### config.mk
export PLATFORM = sky130hd
export DESIGN_NAME = pe_status_gen
export DESIGN_NICKNAME = d
export VERILOG_FILES = /design/src/rtl/pe_status_pkg.sv /design/src/rtl/pe_status_seq.sv /design/src/rtl/pe_status_toggle.sv /design/src/rtl/pe_status_out.sv /design/src/rtl/pe_status_gen.sv
export SDC_FILE = /design/constraint.sdc
export NUM_CORES = 1
export LEC_CHECK = 0
export BUFFER_PORTS_ARGS = -buffer_cell sky130_fd_sc_hd__buf_2
export CAP_MARGIN = 20
export CORE_MARGIN = 10
export CORE_UTILIZATION = 25
export CTS_BUF_LIST = sky130_fd_sc_hd__clkbuf_8
export CTS_CLUSTER_DIAMETER = 80
export DETAILED_ROUTE_END_ITERATION = 12
export GPL_ROUTABILITY_DRIVEN = 0
export MAX_ROUTING_LAYER = met4
export PLACE_DENSITY_LB_ADDON = 0.3
export SYNTH_ARGS = -nofsm -noshare
export SYNTH_HDL_FRONTEND = slang
export SYNTH_SLANG_ARGS = --single-unit
### constraint.sdc
create_clock -name clk -period 2.4 [get_ports clk]
set_clock_uncertainty 0.2 [all_clocks]
set_input_delay 0.36 -clock clk [delete_from_list [all_inputs] [get_ports clk]]
set_output_delay 0.36 -clock clk [all_outputs]
set_load 0.02 [all_outputs]
### src/rtl/pe_status_pkg.sv
package pe_status_pkg;

  typedef enum logic [2:0] {
    M_IDLE  = 3'd0,
    M_PROG  = 3'd1,
    M_ERASE = 3'd2,
    M_DWELL = 3'd3,
    M_FAIL  = 3'd4
  } pe_mode_t;

  // Positions are read by host polling software, so they are fixed.
  localparam int POLL_POS = 7;
  localparam int TOG_POS  = 6;
  localparam int ERR_POS  = 5;
  localparam int TMR_POS  = 3;

  function automatic logic [7:0] pack_status(input logic poll, input logic tog,
                                             input logic err, input logic tmr);
    logic [7:0] s;
    s = 8'h00;
    s[POLL_POS] = poll;
    s[TOG_POS]  = tog;
    s[ERR_POS]  = err;
    s[TMR_POS]  = tmr;
    return s;
  endfunction

endpackage

### src/rtl/pe_status_seq.sv
module pe_status_seq
  import pe_status_pkg::*;
#(
  parameter int DATA_W       = 8,
  parameter int DWELL_CYCLES = 6000
) (
  input  logic              clk,
  input  logic              rst,
  input  logic              launch_prog,
  input  logic              launch_erase,
  input  logic              tgt_protected,
  input  logic [DATA_W-1:0] prog_byte,
  input  logic              ctl_done,
  input  logic              ctl_timeout,
  input  logic              ctl_suspend,
  input  logic              ctl_window_done,
  input  logic              reset_cmd,
  output pe_mode_t          mode,
  output logic              poll_bit,
  output logic              tmr_bit,
  output logic              status_sel,
  output logic              tog_clr
);
  localparam int CNT_W = (DWELL_CYCLES > 1) ? $clog2(DWELL_CYCLES) : 1;
  localparam logic [CNT_W-1:0] CNT_LOAD = CNT_W'(DWELL_CYCLES - 1);

  logic [CNT_W-1:0] dwell_cnt;
  logic             op_erase;
  logic             take_erase, take_prog;

  assign take_erase = (mode == M_IDLE) && launch_erase && !reset_cmd;
  assign take_prog  = (mode == M_IDLE) && launch_prog && !launch_erase &&
                      !tgt_protected && !reset_cmd;
  assign tog_clr    = take_erase || take_prog;

  always_ff @(posedge clk) begin
    if (rst) begin
      mode      <= M_IDLE;
      dwell_cnt <= '0;
      op_erase  <= 1'b0;
      poll_bit  <= 1'b0;
    end else if (reset_cmd) begin
      mode <= M_IDLE;
    end else begin
      unique case (mode)
        M_IDLE: begin
          if (take_erase) begin
            op_erase <= 1'b1;
            poll_bit <= 1'b0;
            if (tgt_protected) begin
              mode      <= M_DWELL;
              dwell_cnt <= CNT_LOAD;
            end else begin
              mode <= M_ERASE;
            end
          end else if (take_prog) begin
            op_erase <= 1'b0;
            poll_bit <= ~prog_byte[DATA_W-1];
            mode     <= M_PROG;
          end
        end
        M_PROG, M_ERASE: begin
          if (ctl_timeout)   mode <= M_FAIL;
          else if (ctl_done) mode <= M_IDLE;
        end
        M_DWELL: begin
          if (dwell_cnt == '0) mode <= M_IDLE;
          else                 dwell_cnt <= dwell_cnt - 1'b1;
        end
        M_FAIL: mode <= M_FAIL;
        default: mode <= M_IDLE;
      endcase
    end
  end

  assign tmr_bit    = op_erase && (mode != M_DWELL) && ctl_window_done;
  assign status_sel = (mode == M_PROG) || (mode == M_DWELL) || (mode == M_FAIL) ||
                      ((mode == M_ERASE) && !ctl_suspend);

  // protected program launch leaves the block idle
  p_prot_prog_ignored_r9: assert property (@(posedge clk) disable iff (rst)
    (mode == M_IDLE && launch_prog && !launch_erase && tgt_protected && !reset_cmd)
    |=> (mode == M_IDLE));

  // a failure report persists until the reset command
  p_fail_sticky_r5: assert property (@(posedge clk) disable iff (rst)
    (mode == M_FAIL && !reset_cmd) |=> (mode == M_FAIL));

  // dwell lasts while the counter is non-zero
  p_dwell_hold_r10: assert property (@(posedge clk) disable iff (rst)
    (mode == M_DWELL && dwell_cnt != '0 && !reset_cmd) |=> (mode == M_DWELL));

  // reset command always returns to idle
  p_reset_cmd_r13: assert property (@(posedge clk) disable iff (rst)
    reset_cmd |=> (mode == M_IDLE));

endmodule

### src/rtl/pe_status_toggle.sv
module pe_status_toggle (
  input  logic clk,
  input  logic rst,
  input  logic rd_stb,
  input  logic active,
  input  logic clr,
  output logic rd_rise,
  output logic tog
);
  logic rd_q;

  assign rd_rise = rd_stb && !rd_q;

  always_ff @(posedge clk) begin
    if (rst) begin
      rd_q <= 1'b0;
      tog  <= 1'b0;
    end else begin
      rd_q <= rd_stb;
      if (clr)                  tog <= 1'b0;
      else if (rd_rise && active) tog <= ~tog;
    end
  end

  // no read access, no toggle movement
  p_tog_hold_r4: assert property (@(posedge clk) disable iff (rst)
    (!rd_rise && !clr) |=> $stable(tog));

  // suspended (inactive) reads do not move the toggle
  p_tog_frozen_r11: assert property (@(posedge clk) disable iff (rst)
    (!active && !clr) |=> $stable(tog));

endmodule

### src/rtl/pe_status_out.sv
module pe_status_out
  import pe_status_pkg::*;
#(
  parameter int DATA_W = 8
) (
  input  logic              clk,
  input  logic              rst,
  input  logic              rd_rise,
  input  logic              status_sel,
  input  logic              poll_bit,
  input  logic              tog,
  input  logic              err_bit,
  input  logic              tmr_bit,
  input  logic [DATA_W-1:0] array_data,
  output logic [DATA_W-1:0] rd_data,
  output logic              rd_is_status
);
  logic [DATA_W-1:0] stat_word;

  assign stat_word = DATA_W'(pack_status(poll_bit, tog, err_bit, tmr_bit));

  always_ff @(posedge clk) begin
    if (rst) begin
      rd_data      <= '0;
      rd_is_status <= 1'b0;
    end else if (rd_rise) begin
      rd_data      <= status_sel ? stat_word : array_data;
      rd_is_status <= status_sel;
    end
  end

  // reserved positions read as zero in a status byte
  p_reserved_zero_r7: assert property (@(posedge clk) disable iff (rst)
    (rd_rise && status_sel) |=> (rd_data[4] == 1'b0 && rd_data[2:0] == 3'b000));

  // output moves only on a read access
  p_hold_between_reads_r12: assert property (@(posedge clk) disable iff (rst)
    !rd_rise |=> ($stable(rd_data) && $stable(rd_is_status)));

  // array reads carry the array byte
  p_array_path_r8: assert property (@(posedge clk) disable iff (rst)
    (rd_rise && !status_sel) |=> (rd_data == $past(array_data) && !rd_is_status));

endmodule

### src/rtl/pe_status_gen.sv
module pe_status_gen
  import pe_status_pkg::*;
#(
  parameter int DATA_W       = 8,
  parameter int DWELL_CYCLES = 6000
) (
  input  logic              clk,
  input  logic              rst,
  input  logic              launch_prog,
  input  logic              launch_erase,
  input  logic              tgt_protected,
  input  logic [DATA_W-1:0] prog_byte,
  input  logic              ctl_done,
  input  logic              ctl_timeout,
  input  logic              ctl_suspend,
  input  logic              ctl_window_done,
  input  logic              reset_cmd,
  input  logic              rd_stb,
  input  logic [DATA_W-1:0] array_data,
  output logic [DATA_W-1:0] rd_data,
  output logic              rd_is_status
);
  pe_mode_t mode;
  logic     poll_bit, tmr_bit, status_sel, tog_clr, rd_rise, tog, err_bit;

  pe_status_seq #(.DATA_W(DATA_W), .DWELL_CYCLES(DWELL_CYCLES)) seq_i (
    .clk(clk), .rst(rst),
    .launch_prog(launch_prog), .launch_erase(launch_erase),
    .tgt_protected(tgt_protected), .prog_byte(prog_byte),
    .ctl_done(ctl_done), .ctl_timeout(ctl_timeout),
    .ctl_suspend(ctl_suspend), .ctl_window_done(ctl_window_done),
    .reset_cmd(reset_cmd), .mode(mode), .poll_bit(poll_bit),
    .tmr_bit(tmr_bit), .status_sel(status_sel), .tog_clr(tog_clr)
  );

  pe_status_toggle tog_i (
    .clk(clk), .rst(rst), .rd_stb(rd_stb), .active(status_sel),
    .clr(tog_clr), .rd_rise(rd_rise), .tog(tog)
  );

  assign err_bit = (mode == M_FAIL);

  pe_status_out #(.DATA_W(DATA_W)) out_i (
    .clk(clk), .rst(rst), .rd_rise(rd_rise), .status_sel(status_sel),
    .poll_bit(poll_bit), .tog(tog), .err_bit(err_bit), .tmr_bit(tmr_bit),
    .array_data(array_data), .rd_data(rd_data), .rd_is_status(rd_is_status)
  );

endmodule

==> insert_results.sql <==
INSERT INTO impl_metrics (metric_group, metric, value, unit) VALUES
('clock_network', 'tritoncts', 'done', ''),
('clock_network', 'ctsHtreeMaxLevel', '2', ''),
('global_route', 'antenna_found_initial', '0', ''),
('yosys', 'yosysWarnings', '0', ''),
('power_and_ir_drop', 'power.total', '1.26', 'mW'),
('route', 'detailroute.wirelength.met3', '117', 'um'),
('route', 'drt-wirelength-per-cell', '13.0', 'um'),
('power_and_ir_drop', 'pint', '0.868', 'mW'),
('global_route', 'grt_pass1_vias', '1304', ''),
('route', 'drc_errors', '0', ''),
('place', 'place.port_buffers', '28', ''),
('clock_network', 'insertion_delay', '0.28', 'ns'),
('finish', 'drive_gt1_share', '24.5', '%'),
('critical_path', 'reg2reg_to', 'seq_i.dwell_cnt[3]', ''),
('min_path', 'hp-class', 'input port to flop', ''),
('place', 'dpl.cell_count', '271', ''),
('critical_path', 'ff2ff_setup_slack', '0.36', 'ns'),
('power_and_ir_drop', 'cellPowerDensity', '693', 'mW/mm^2'),
('power_and_ir_drop', 'vdd.ir_drop.worst', '0.334', 'mV'),
('yosys', 'post_synthesis_async_set_or_reset_flop_share', '0', '%'),
('yosys', 'netlist_area', '0.00152', 'sq mm'),
('global_route', 'grt_use_total', '7.74', '%'),
('clock_network', 'numClockSinks', '29', ''),
('finish', 'finalNonFillerCells', '279', ''),
('critical_path', 'worstPathArrival', '1.97', 'ns'),
('critical_path', 'worst-endpoint-required', '2.33', 'ns'),
('floorplan', 'floorplan.die.height', '98.0', 'um'),
('sta', 'worst_slew_margin_relative_to_its_limit', '64.8', '%'),
('sta', 'worst_slew_pin_tran', '0.523', 'ns'),
('outcome', 'run_status', 'finished, final reports clean', ''),
('sta', 'final_period_minus_worst_setup_slack', '2.04', 'ns'),
('clock_network', 'clkTransAtPathRegs', '0.07', 'ns'),
('clock_network', 'postCtsHoldBufs', '0', ''),
('floorplan', 'pin_count', '36', ''),
('place', 'dp_hpwl', '2.76', 'mm'),
('route', 'met2RoutedLength', '1.72', 'mm'),
('critical_path', 'startpoint_class', 'flop', ''),
('sta', 'layout_worst_path_cycle_share', '84.8', '%'),
('critical_path', 'timing.reg2reg.worst_path_depth', '5', ''),
('yosys', 'post_synth_main_area_contributors', 'dfxtp_1, xor2_1, nor2_1', ''),
('sta', 'setup-violations-final', '0', ''),
('critical_path', 'path_class', 'flop to flop', ''),
('finish', 'finish.net_count', '232', ''),
('yosys', 'synth_cell_type_count', '43', ''),
('sta', 'timing_max_transition_violations_final', '0', ''),
('finish', 'layout.cell_area.non_filler', '0.00182', 'sq mm'),
('sta', 'rsz0062_at_grt', 'false', ''),
('yosys', 'synth.yosys.seq_area_share', '38.2', '%'),
('min_path', 'timing.hold.worst_path_depth', '2', ''),
('power_and_ir_drop', 'pwr-share-comb', '22.1', '%'),
('clock_network', 'cts-resized-gates', '0', ''),
('critical_path', 'r2r_start', 'seq_i.mode[2]', ''),
('sta', 'timing.fmax', '0.491', 'GHz'),
('min_path', 'hold-path-endpoint', 'tog_i.rd_q', ''),
('yosys', 'synth_area_leader_cell', 'dfxtp_1', ''),
('route', 'final_antenna_net_count', '0', ''),
('route', 'firstDrtPassIters', '4', ''),
('route', 'route.vias.total', '1335', ''),
('floorplan', 'die-area', '0.00961', 'sq mm'),
('power_and_ir_drop', 'clock_power_share', '34.0', '%'),
('sta', 'setup_tns', '0', 'ns'),
('yosys', 'post-synth-top-area-fraction', '38.2', '%'),
('yosys', 'synth-main-ff-cell', 'dfxtp_1', ''),
('clock_network', 'cts_root_buffer', 'clkbuf_8', ''),
('route', 'drt-met1-wl', '1.78', 'mm'),
('route', 'dr.max_layer_used', 'met4', ''),
('global_route', 'grt_first_pass_wirelength', '6.16', 'mm'),
('clock_network', 'numCtsBuffers', '5', ''),
('yosys', 'yosysMostFrequentCell', 'dfxtp_1', ''),
('global_route', 'grt_max_degree', '26', ''),
('yosys', 'seq_cells_post_synth', '29', '');
## through the flow
| step | utilization, % | worst slack [ns] | hold WS (ns) |
|---|---|---|---|
| floorplan | - | 0.521 | 0.232 |
| global placement | 29.1 | 0.378 | 0.238 |
| detailed placement | 29.1 | 0.376 | 0.247 |
| CTS | 30.7 | 0.355 | 0.103 |
| global route | 30.7 | 0.164 | 0.112 |
| finish | 30.7 | 0.364 | 0.112 |
## flip-flops by register name (all words and copies together), names as in the netlist
register and count:
tog_i.tog 1, out_i.rd_is_status 1, seq_i.dwell_cnt 13, seq_i.mode 3
out_i.rd_data 8, tog_i.rd_q 1, seq_i.op_erase 1, seq_i.poll_bit 1
## critical path: stages (launching register included)
cell	delay [ns]
dfxtp_1	0.43
or4b_4	0.60
nand4_4	0.17
nand2_1	0.09
o41ai_1	0.26
a31oi_1	0.13
## layer usage
metal / track usage, % / vias to the layer above
met5: - / -
met3: 2.75 / 4
li1: - / 693
met4: 2.01 / 0
met1: 9.14 / 614
met2: 12.2 / 24
## power by group through the flow
| stage | registers (mW) | logic [mW] | clock network [mW] |
|---|---|---|---|
| after global routing | 0.558 | 0.313 | 0.468 |
| final | 0.553 | 0.278 | 0.428 |
| after floorplan | 0.567 | 0.200 | 0 |
| after detailed placement | 0.564 | 0.279 | 0 |
| after CTS | 0.553 | 0.280 | 0.443 |
| after global placement | 0.564 | 0.276 | 0 |
## worst max-delay path by stage
stage	to	cells past startpoint	start	slack, ns
after global placement	seq_i.dwell_cnt[12]	5	seq_i.mode[1]	0.38
after detailed placement	out_i.rd_data[3]	5	seq_i.mode[1]	0.38
after global routing	seq_i.dwell_cnt[7]	4	seq_i.mode[2]	0.16
final	seq_i.dwell_cnt[3]	5	seq_i.mode[2]	0.36
after CTS	seq_i.dwell_cnt[12]	5	seq_i.mode[1]	0.36
after floorplan	seq_i.dwell_cnt[12]	7	seq_i.mode[0]	0.52
## logic make-up (layout without fill, tap and decap cells)
group	Yosys count	in the layout	share of synthesized area (%)
AOI/OAI and AO/OA	40	40	18.4
xor gates and xnor gates	9	9	5.18
adders and majority gates	2	2	1.64
buffers and inverters	12	42	4.28
DFF	29	29	38.2
muxes	3	3	1.97
and+or+nand+nor	79	79	30.3
## placed cells by master (no fill, tap or decap), types with 3 or more instances in the layout
cell	instances
a21oi_1	13
xor2_1	9
nand2b_1	4
clkbuf_8	6
nand4b_1	3
inv_1	3
dfxtp_1	29
nor3_1	5
mux2i_1	3
nor2_1	19
nand3b_1	3
a31oi_1	3
nor2b_1	3
a211oi_1	5
nand2_1	15
buf_2	28
o21ai_0	6
nand4_1	3
nor4_1	5
nand3_1	9
## area by class of cell
| type | count | area (sq um) |
|---|---|---|
| clock buffers | 6 | 82.6 |
| clock inverters | 2 | 13.8 |
| fillers | 626 | 4100 |
| inverters | 4 | 15.0 |
| multi-input cells | 133 | 876 |
| flip-flops and latches | 29 | 581 |
| well taps | 75 | 93.8 |
| repair buffers | 30 | 155 |
Power figures use the tool's default switching activity.
